### config.mk
export PLATFORM = sky130hd
export DESIGN_NAME = wstack_engine
export DESIGN_NICKNAME = d
export VERILOG_FILES = /design/src/rtl/wstack_pkg.sv /design/src/rtl/wstack_addr.sv /design/src/rtl/wstack_regs.sv /design/src/rtl/wstack_seq.sv /design/src/rtl/wstack_lanes.sv /design/src/rtl/wstack_engine.sv
export SDC_FILE = /design/constraint.sdc
export NUM_CORES = 1
export LEC_CHECK = 0
export BUFFER_PORTS_ARGS = -buffer_cell sky130_fd_sc_hd__buf_2
export CAP_MARGIN = 20
export CORE_UTILIZATION = 52
export DETAILED_ROUTE_END_ITERATION = 12
export PLACE_DENSITY_LB_ADDON = 0.08
export SYNTH_ARGS = -nofsm -noshare
export SYNTH_HDL_FRONTEND = slang
export SYNTH_HIERARCHICAL = 1
export SYNTH_SLANG_ARGS = --single-unit
### constraint.sdc
create_clock -name clk -period 8.7 [get_ports clk]
set_input_delay 1.305 -clock clk [delete_from_list [all_inputs] [get_ports clk]]
set_output_delay 1.305 -clock clk [all_outputs]
set_load 0.02 [all_outputs]
### src/rtl/wstack_pkg.sv
package wstack_pkg;
  typedef enum logic [1:0] {
    ST_IDLE    = 2'd0,
    ST_WR      = 2'd1,
    ST_RD      = 2'd2,
    ST_RD_TAIL = 2'd3
  } seq_state_e;
endpackage

### src/rtl/wstack_addr.sv
module wstack_addr #(
  parameter int SEG_W  = 16,
  parameter int OFF_W  = 16,
  parameter int SHIFT  = 4,
  parameter int CNT_W  = 1,
  parameter int ADDR_W = SEG_W + SHIFT
) (
  input  logic [SEG_W-1:0]  seg,
  input  logic [OFF_W-1:0]  off,
  input  logic [CNT_W-1:0]  lane,
  output logic [ADDR_W-1:0] phys
);
  logic [ADDR_W-1:0] base_w;
  logic [ADDR_W-1:0] off_w;
  logic [ADDR_W-1:0] lane_w;

  always_comb begin
    base_w = ADDR_W'({seg, {SHIFT{1'b0}}});
    off_w  = ADDR_W'(off);
    lane_w = ADDR_W'(lane);
    // sum truncates to ADDR_W: modulo 2^ADDR_W wrap
    phys   = base_w + off_w + lane_w;
  end
endmodule

### src/rtl/wstack_regs.sv
module wstack_regs #(
  parameter int SEG_W = 16,
  parameter int OFF_W = 16,
  parameter int STEP  = 2
) (
  input  logic             clk,
  input  logic             rst_n,
  input  logic             ld_fire,
  input  logic [SEG_W-1:0] ld_seg,
  input  logic [OFF_W-1:0] ld_sp,
  input  logic             dec_fire,
  input  logic             inc_fire,
  output logic [SEG_W-1:0] seg_q,
  output logic [OFF_W-1:0] sp_q
);
  localparam logic [OFF_W-1:0] STEP_V = OFF_W'(STEP);

  logic [SEG_W-1:0] seg_d;
  logic [OFF_W-1:0] sp_d;
  logic             seg_en;
  logic             sp_en;

  always_comb begin
    seg_d  = seg_q;
    sp_d   = sp_q;
    seg_en = ld_fire;
    sp_en  = ld_fire | dec_fire | inc_fire;
    if (ld_fire) begin
      seg_d = ld_seg;
      sp_d  = ld_sp;
    end else if (dec_fire) begin
      sp_d = sp_q - STEP_V;
    end else if (inc_fire) begin
      sp_d = sp_q + STEP_V;
    end
  end

  always_ff @(posedge clk or negedge rst_n) begin
    if (!rst_n) begin
      seg_q <= '0;
    end else if (seg_en) begin
      seg_q <= seg_d;
    end
  end

  always_ff @(posedge clk or negedge rst_n) begin
    if (!rst_n) begin
      sp_q <= '0;
    end else if (sp_en) begin
      sp_q <= sp_d;
    end
  end
endmodule

### src/rtl/wstack_seq.sv
module wstack_seq
  import wstack_pkg::*;
#(
  parameter int LANES = 2,
  parameter int CNT_W = 1
) (
  input  logic             clk,
  input  logic             rst_n,
  input  logic             ld_en,
  input  logic             push_req,
  input  logic             pop_req,
  output logic             busy,
  output logic             ld_fire,
  output logic             dec_fire,
  output logic             inc_fire,
  output logic             wr_act,
  output logic             rd_act,
  output logic             cap_en,
  output logic [CNT_W-1:0] cap_lane,
  output logic             finish,
  output logic [CNT_W-1:0] lane
);
  localparam logic [CNT_W-1:0] LAST = CNT_W'(LANES - 1);
  localparam logic [CNT_W-1:0] ONE  = CNT_W'(1);

  seq_state_e       state_q, state_d;
  logic [CNT_W-1:0] cnt_q, cnt_d;
  logic             cnt_en;

  always_comb begin
    state_d  = state_q;
    cnt_d    = cnt_q;
    cnt_en   = 1'b0;
    ld_fire  = 1'b0;
    dec_fire = 1'b0;
    inc_fire = 1'b0;
    wr_act   = 1'b0;
    rd_act   = 1'b0;
    cap_en   = 1'b0;
    finish   = 1'b0;
    cap_lane = cnt_q - ONE;
    unique case (state_q)
      ST_IDLE: begin
        // priority: load, then push, then pop
        if (ld_en) begin
          ld_fire = 1'b1;
        end else if (push_req) begin
          dec_fire = 1'b1;
          state_d  = ST_WR;
          cnt_d    = '0;
          cnt_en   = 1'b1;
        end else if (pop_req) begin
          state_d = ST_RD;
          cnt_d   = '0;
          cnt_en  = 1'b1;
        end
      end
      ST_WR: begin
        wr_act = 1'b1;
        if (cnt_q == LAST) begin
          state_d = ST_IDLE;
        end else begin
          cnt_d  = cnt_q + ONE;
          cnt_en = 1'b1;
        end
      end
      ST_RD: begin
        rd_act = 1'b1;
        cap_en = (cnt_q != '0);
        if (cnt_q == LAST) begin
          state_d = ST_RD_TAIL;
        end else begin
          cnt_d  = cnt_q + ONE;
          cnt_en = 1'b1;
        end
      end
      ST_RD_TAIL: begin
        finish   = 1'b1;
        inc_fire = 1'b1;
        state_d  = ST_IDLE;
      end
      default: state_d = ST_IDLE;
    endcase
  end

  always_ff @(posedge clk or negedge rst_n) begin
    if (!rst_n) begin
      state_q <= ST_IDLE;
    end else begin
      state_q <= state_d;
    end
  end

  always_ff @(posedge clk or negedge rst_n) begin
    if (!rst_n) begin
      cnt_q <= '0;
    end else if (cnt_en) begin
      cnt_q <= cnt_d;
    end
  end

  assign busy = (state_q != ST_IDLE);
  assign lane = cnt_q;
endmodule

### src/rtl/wstack_lanes.sv
module wstack_lanes #(
  parameter int BYTE_W = 8,
  parameter int LANES  = 2,
  parameter int CNT_W  = 1,
  parameter int WORD_W = BYTE_W * LANES
) (
  input  logic              clk,
  input  logic              rst_n,
  input  logic              load_wr,
  input  logic [WORD_W-1:0] push_word,
  input  logic [CNT_W-1:0]  lane,
  input  logic              cap_en,
  input  logic [CNT_W-1:0]  cap_lane,
  input  logic              finish,
  input  logic [BYTE_W-1:0] rdata,
  output logic [BYTE_W-1:0] wbyte,
  output logic [WORD_W-1:0] pop_word,
  output logic              pop_valid
);
  logic [WORD_W-1:0] wr_buf_q;
  logic [BYTE_W-1:0] wr_lane [LANES];
  logic [BYTE_W-1:0] rd_lane_q [LANES-1];
  logic [WORD_W-1:0] pop_word_d;

  always_ff @(posedge clk or negedge rst_n) begin
    if (!rst_n) begin
      wr_buf_q <= '0;
    end else if (load_wr) begin
      wr_buf_q <= push_word;
    end
  end

  genvar g;
  generate
    for (g = 0; g < LANES; g++) begin : g_wr_lane
      assign wr_lane[g] = wr_buf_q[g*BYTE_W +: BYTE_W];
    end
    for (g = 0; g < LANES - 1; g++) begin : g_rd_lane
      logic cap_hit;
      assign cap_hit = cap_en && (cap_lane == CNT_W'(g));
      always_ff @(posedge clk or negedge rst_n) begin
        if (!rst_n) begin
          rd_lane_q[g] <= '0;
        end else if (cap_hit) begin
          rd_lane_q[g] <= rdata;
        end
      end
      assign pop_word_d[g*BYTE_W +: BYTE_W] = rd_lane_q[g];
    end
  endgenerate

  // top lane comes straight from the memory in the tail cycle
  assign pop_word_d[WORD_W-1 -: BYTE_W] = rdata;
  assign wbyte = wr_lane[lane];

  always_ff @(posedge clk or negedge rst_n) begin
    if (!rst_n) begin
      pop_word <= '0;
    end else if (finish) begin
      pop_word <= pop_word_d;
    end
  end

  always_ff @(posedge clk or negedge rst_n) begin
    if (!rst_n) begin
      pop_valid <= 1'b0;
    end else begin
      pop_valid <= finish;
    end
  end
endmodule

### src/rtl/wstack_engine.sv
module wstack_engine #(
  parameter int SEG_W  = 16,
  parameter int OFF_W  = 16,
  parameter int SHIFT  = 4,
  parameter int BYTE_W = 8,
  parameter int LANES  = 2,
  localparam int ADDR_W = SEG_W + SHIFT,
  localparam int WORD_W = BYTE_W * LANES,
  localparam int CNT_W  = (LANES > 1) ? $clog2(LANES) : 1
) (
  input  logic              clk,
  input  logic              rst_n,
  input  logic              ld_en,
  input  logic [SEG_W-1:0]  ld_seg,
  input  logic [OFF_W-1:0]  ld_sp,
  input  logic              push_req,
  input  logic [WORD_W-1:0] push_word,
  input  logic              pop_req,
  output logic              busy,
  output logic [WORD_W-1:0] pop_word,
  output logic              pop_valid,
  output logic [ADDR_W-1:0] mem_addr,
  output logic              mem_we,
  output logic              mem_re,
  output logic [BYTE_W-1:0] mem_wdata,
  input  logic [BYTE_W-1:0] mem_rdata,
  output logic [SEG_W-1:0]  seg_o,
  output logic [OFF_W-1:0]  sp_o
);
  logic             ld_fire, dec_fire, inc_fire;
  logic             wr_act, rd_act, cap_en, finish;
  logic [CNT_W-1:0] cap_lane, lane;

  wstack_seq #(.LANES(LANES), .CNT_W(CNT_W)) u_seq (
    .clk(clk), .rst_n(rst_n),
    .ld_en(ld_en), .push_req(push_req), .pop_req(pop_req),
    .busy(busy), .ld_fire(ld_fire), .dec_fire(dec_fire), .inc_fire(inc_fire),
    .wr_act(wr_act), .rd_act(rd_act), .cap_en(cap_en), .cap_lane(cap_lane),
    .finish(finish), .lane(lane)
  );

  wstack_regs #(.SEG_W(SEG_W), .OFF_W(OFF_W), .STEP(LANES)) u_regs (
    .clk(clk), .rst_n(rst_n),
    .ld_fire(ld_fire), .ld_seg(ld_seg), .ld_sp(ld_sp),
    .dec_fire(dec_fire), .inc_fire(inc_fire),
    .seg_q(seg_o), .sp_q(sp_o)
  );

  wstack_addr #(.SEG_W(SEG_W), .OFF_W(OFF_W), .SHIFT(SHIFT), .CNT_W(CNT_W),
                .ADDR_W(ADDR_W)) u_addr (
    .seg(seg_o), .off(sp_o), .lane(lane), .phys(mem_addr)
  );

  wstack_lanes #(.BYTE_W(BYTE_W), .LANES(LANES), .CNT_W(CNT_W),
                 .WORD_W(WORD_W)) u_lanes (
    .clk(clk), .rst_n(rst_n),
    .load_wr(dec_fire), .push_word(push_word), .lane(lane),
    .cap_en(cap_en), .cap_lane(cap_lane), .finish(finish),
    .rdata(mem_rdata), .wbyte(mem_wdata),
    .pop_word(pop_word), .pop_valid(pop_valid)
  );

  assign mem_we = wr_act;
  assign mem_re = rd_act;
endmodule

==> run metrics <==
clk_lat worst skew 350 ps; share of post-route cells with drive strength above 1 42.8%; top-area cell type share of the netlist area 39.1%; Avg WL per Cell 15.3 um; Port Buffers 140; number of CTS-inserted buffers 9; post-synth top area cell dfrtp_1; worst slew pin tran 1020 ps; initial core utilization 54.6%; Relative slew margins 31.8%; drt total wl 10500 um; DRT iter0 DRCs 135; sequential cell area fraction in the yosys report 39.1%; CTS tree yes; vias post-DR 3813; status completed; CP most frequent cell ha_1; initial antenna violation count 0; core area 8890 um^2; DR vias/cell 5.54; # H-tree levels 3; Slowest-stage cell, CP dfrtp_1; WP buf/inv 1; Final Hold Viols 0; synthesized area per cell 11.1 um^2; Synthesis Warnings 6; critical path's largest stage delay 590 ps; Residual DRC 0; CP Max Fanout 13; hpwl dp 7600 um; Tot GR Track Use 22.5%; Die H 98.7 um; commonest non-fill, non-tap cell in the layout buf_2; crit path time final 4440 ps; CP Data Arrival Time 3130 ps; vias in the first global route 3702; critical-path cell list ha_1 > ha_1 > and2_1 > a22oi_1 > o2bb2ai_1 > o31a_1 > o311ai_0 > buf_2; Critical Path RT 7390 ps; Hold Buf Count CTS 0; Post-synth EDFFs 0; Max Cap Viol 0; Netlist cell types 67; unrepaired setup endpoints after global routing false; setup fix buffers added after clock tree synthesis 0; Cell Rows 34; antenna-violating nets left 0; setup TNS 0 ps; Longest Clk Path Bufs 2; CTS sink cnt 76; Ports 141; Final Slew Violations 0; Pre-antenna DRT Iters 4; Crit Path Class register to output pin; register bit total from synthesis 76; die area 9730 um^2; first-pass GRT wire length 17400 um; Placer Congestion 0.881; Setup crit start kind register; Synth Flop Type dfrtp_1; Final Skew 12.1 ps; most frequent cells in the layout buf_2 (139), dfrtp_1 (76), mux2_2 (51); delay-heaviest family, CP compound AO/OA/AOI/OAI gates; antenna diode count 0; Reg clk slew, reported paths 80 ps; Overflow after GRT 0; Mapped Area 4860 um^2; asr flop ratio synth 100%; pin count of the biggest net entering global routing 77; Post-CTS Resized 0; Root Driver clkbuf_8; syn_nets 531; final net count 668; setup violators final 0; Die Width 98.7 um; Syn Inst Count 438; period utilization 51.0%; Hold Crit Class register to register; Max Clk Rate 225 MHz; Crit. End Element output pin; ranking of synthesized cells by area dfrtp_1 (39%), mux2_2 (12%), ha_1 (8.0%), mux2_4 (6.2%), a21oi_1 (3.3%); synthesis-to-finish area growth 20.6%
[cells in the mapped netlist, types with 3 or more instances]
cell type,n
o21ai_0,23
a21o_1,7
nor3b_1,8
o31ai_1,3
mux2_4,20
nor3_1,11
dfrtp_1,76
a21oi_1,32
nand3_1,7
xor2_1,7
nor2_1,22
clkbuf_1,8
o21bai_1,5
buf_6,3
nand3b_1,5
nand2b_1,7
and2_1,3
or2_2,4
nand2_1,19
xnor2_1,16
o211ai_1,3
inv_1,10
ha_1,31
mux2_2,51
o21a_1,5
[registers in the layout, indices dropped and copies added, names as in the netlist]
signal / flops
u_lanes/pop_valid: 1
u_lanes/pop_word: 16
u_lanes/rd_lane_q: 8
u_lanes/wr_buf_q: 16
u_regs/seg_q: 16
u_regs/sp_q: 16
u_seq/lane: 1
u_seq/state_q: 2
[metrics by stage]
step | setup slack [ps] | cells | hold WS, ps | area [um^2] | utilization, %
after floorplan | 4840 | 438 | 475 | 4860 | -
after global placement | 4630 | 671 | 483 | 5580 | 62.8
after detailed placement | 4600 | 671 | 487 | 5580 | 62.8
after CTS | 4210 | 687 | 510 | 5830 | 65.6
after global routing | 3970 | 688 | 527 | 5860 | 65.9
final | 4260 | 688 | 506 | 5860 | 65.9
[layout make-up]
type                    instances  area (um^2)
multi-input cells             336         2800
clock inverters                 6          119
clock buffers                  10          128
well taps                     108          135
repair buffers                142          738
fillers                       737         3030
inverters                      10         37.5
flip-flops and latches         76         1900
[path summary, 6_finish.rpt]
check / slack [ps] / from / endpoint / depth (start not counted)
max in group asynchronous: 7280 / rst_n / u_lanes/wr_buf_q[9] / 2
setup reg to reg: 5280 / u_seq/state_q[0] / u_regs/sp_q[15] / 10
hold / removal: 510 / u_lanes/pop_word[0] / u_lanes/pop_word[0] / 1
hold reg to reg: 510 / u_lanes/pop_word[0] / u_lanes/pop_word[0] / 1
min in group asynchronous: 850 / rst_n / u_regs/seg_q[3] / 1
setup / recovery: 4260 / u_seq/lane / mem_addr[14] / 8
[layer usage]
metal	global-route usage (%)	vias to the layer above	part of all wire, %
met5	0	-	0
met2	37.6	116	46
met4	6.08	0	1.1
li1	-	1888	-
met3	5.60	10	5.8
met1	29.1	1799	47
[cells by family (layout without fill, tap and decap cells)]
kind of cell,count (synthesis),after routing,share of synthesized area (%)
DFF,76,76,39.1
adders and majority gates,32,32,8.40
buffers and inverters,26,168,3.27
AOI/OAI and AO/OA,103,103,14.7
xor gates and xnor gates,23,23,4.15
muxes,73,73,18.4
and+or+nand+nor,105,105,11.9
Power is left out: the tool's default activity adds up to more than one toggle a clock period on the data nets, which glitch-free logic cannot reach.
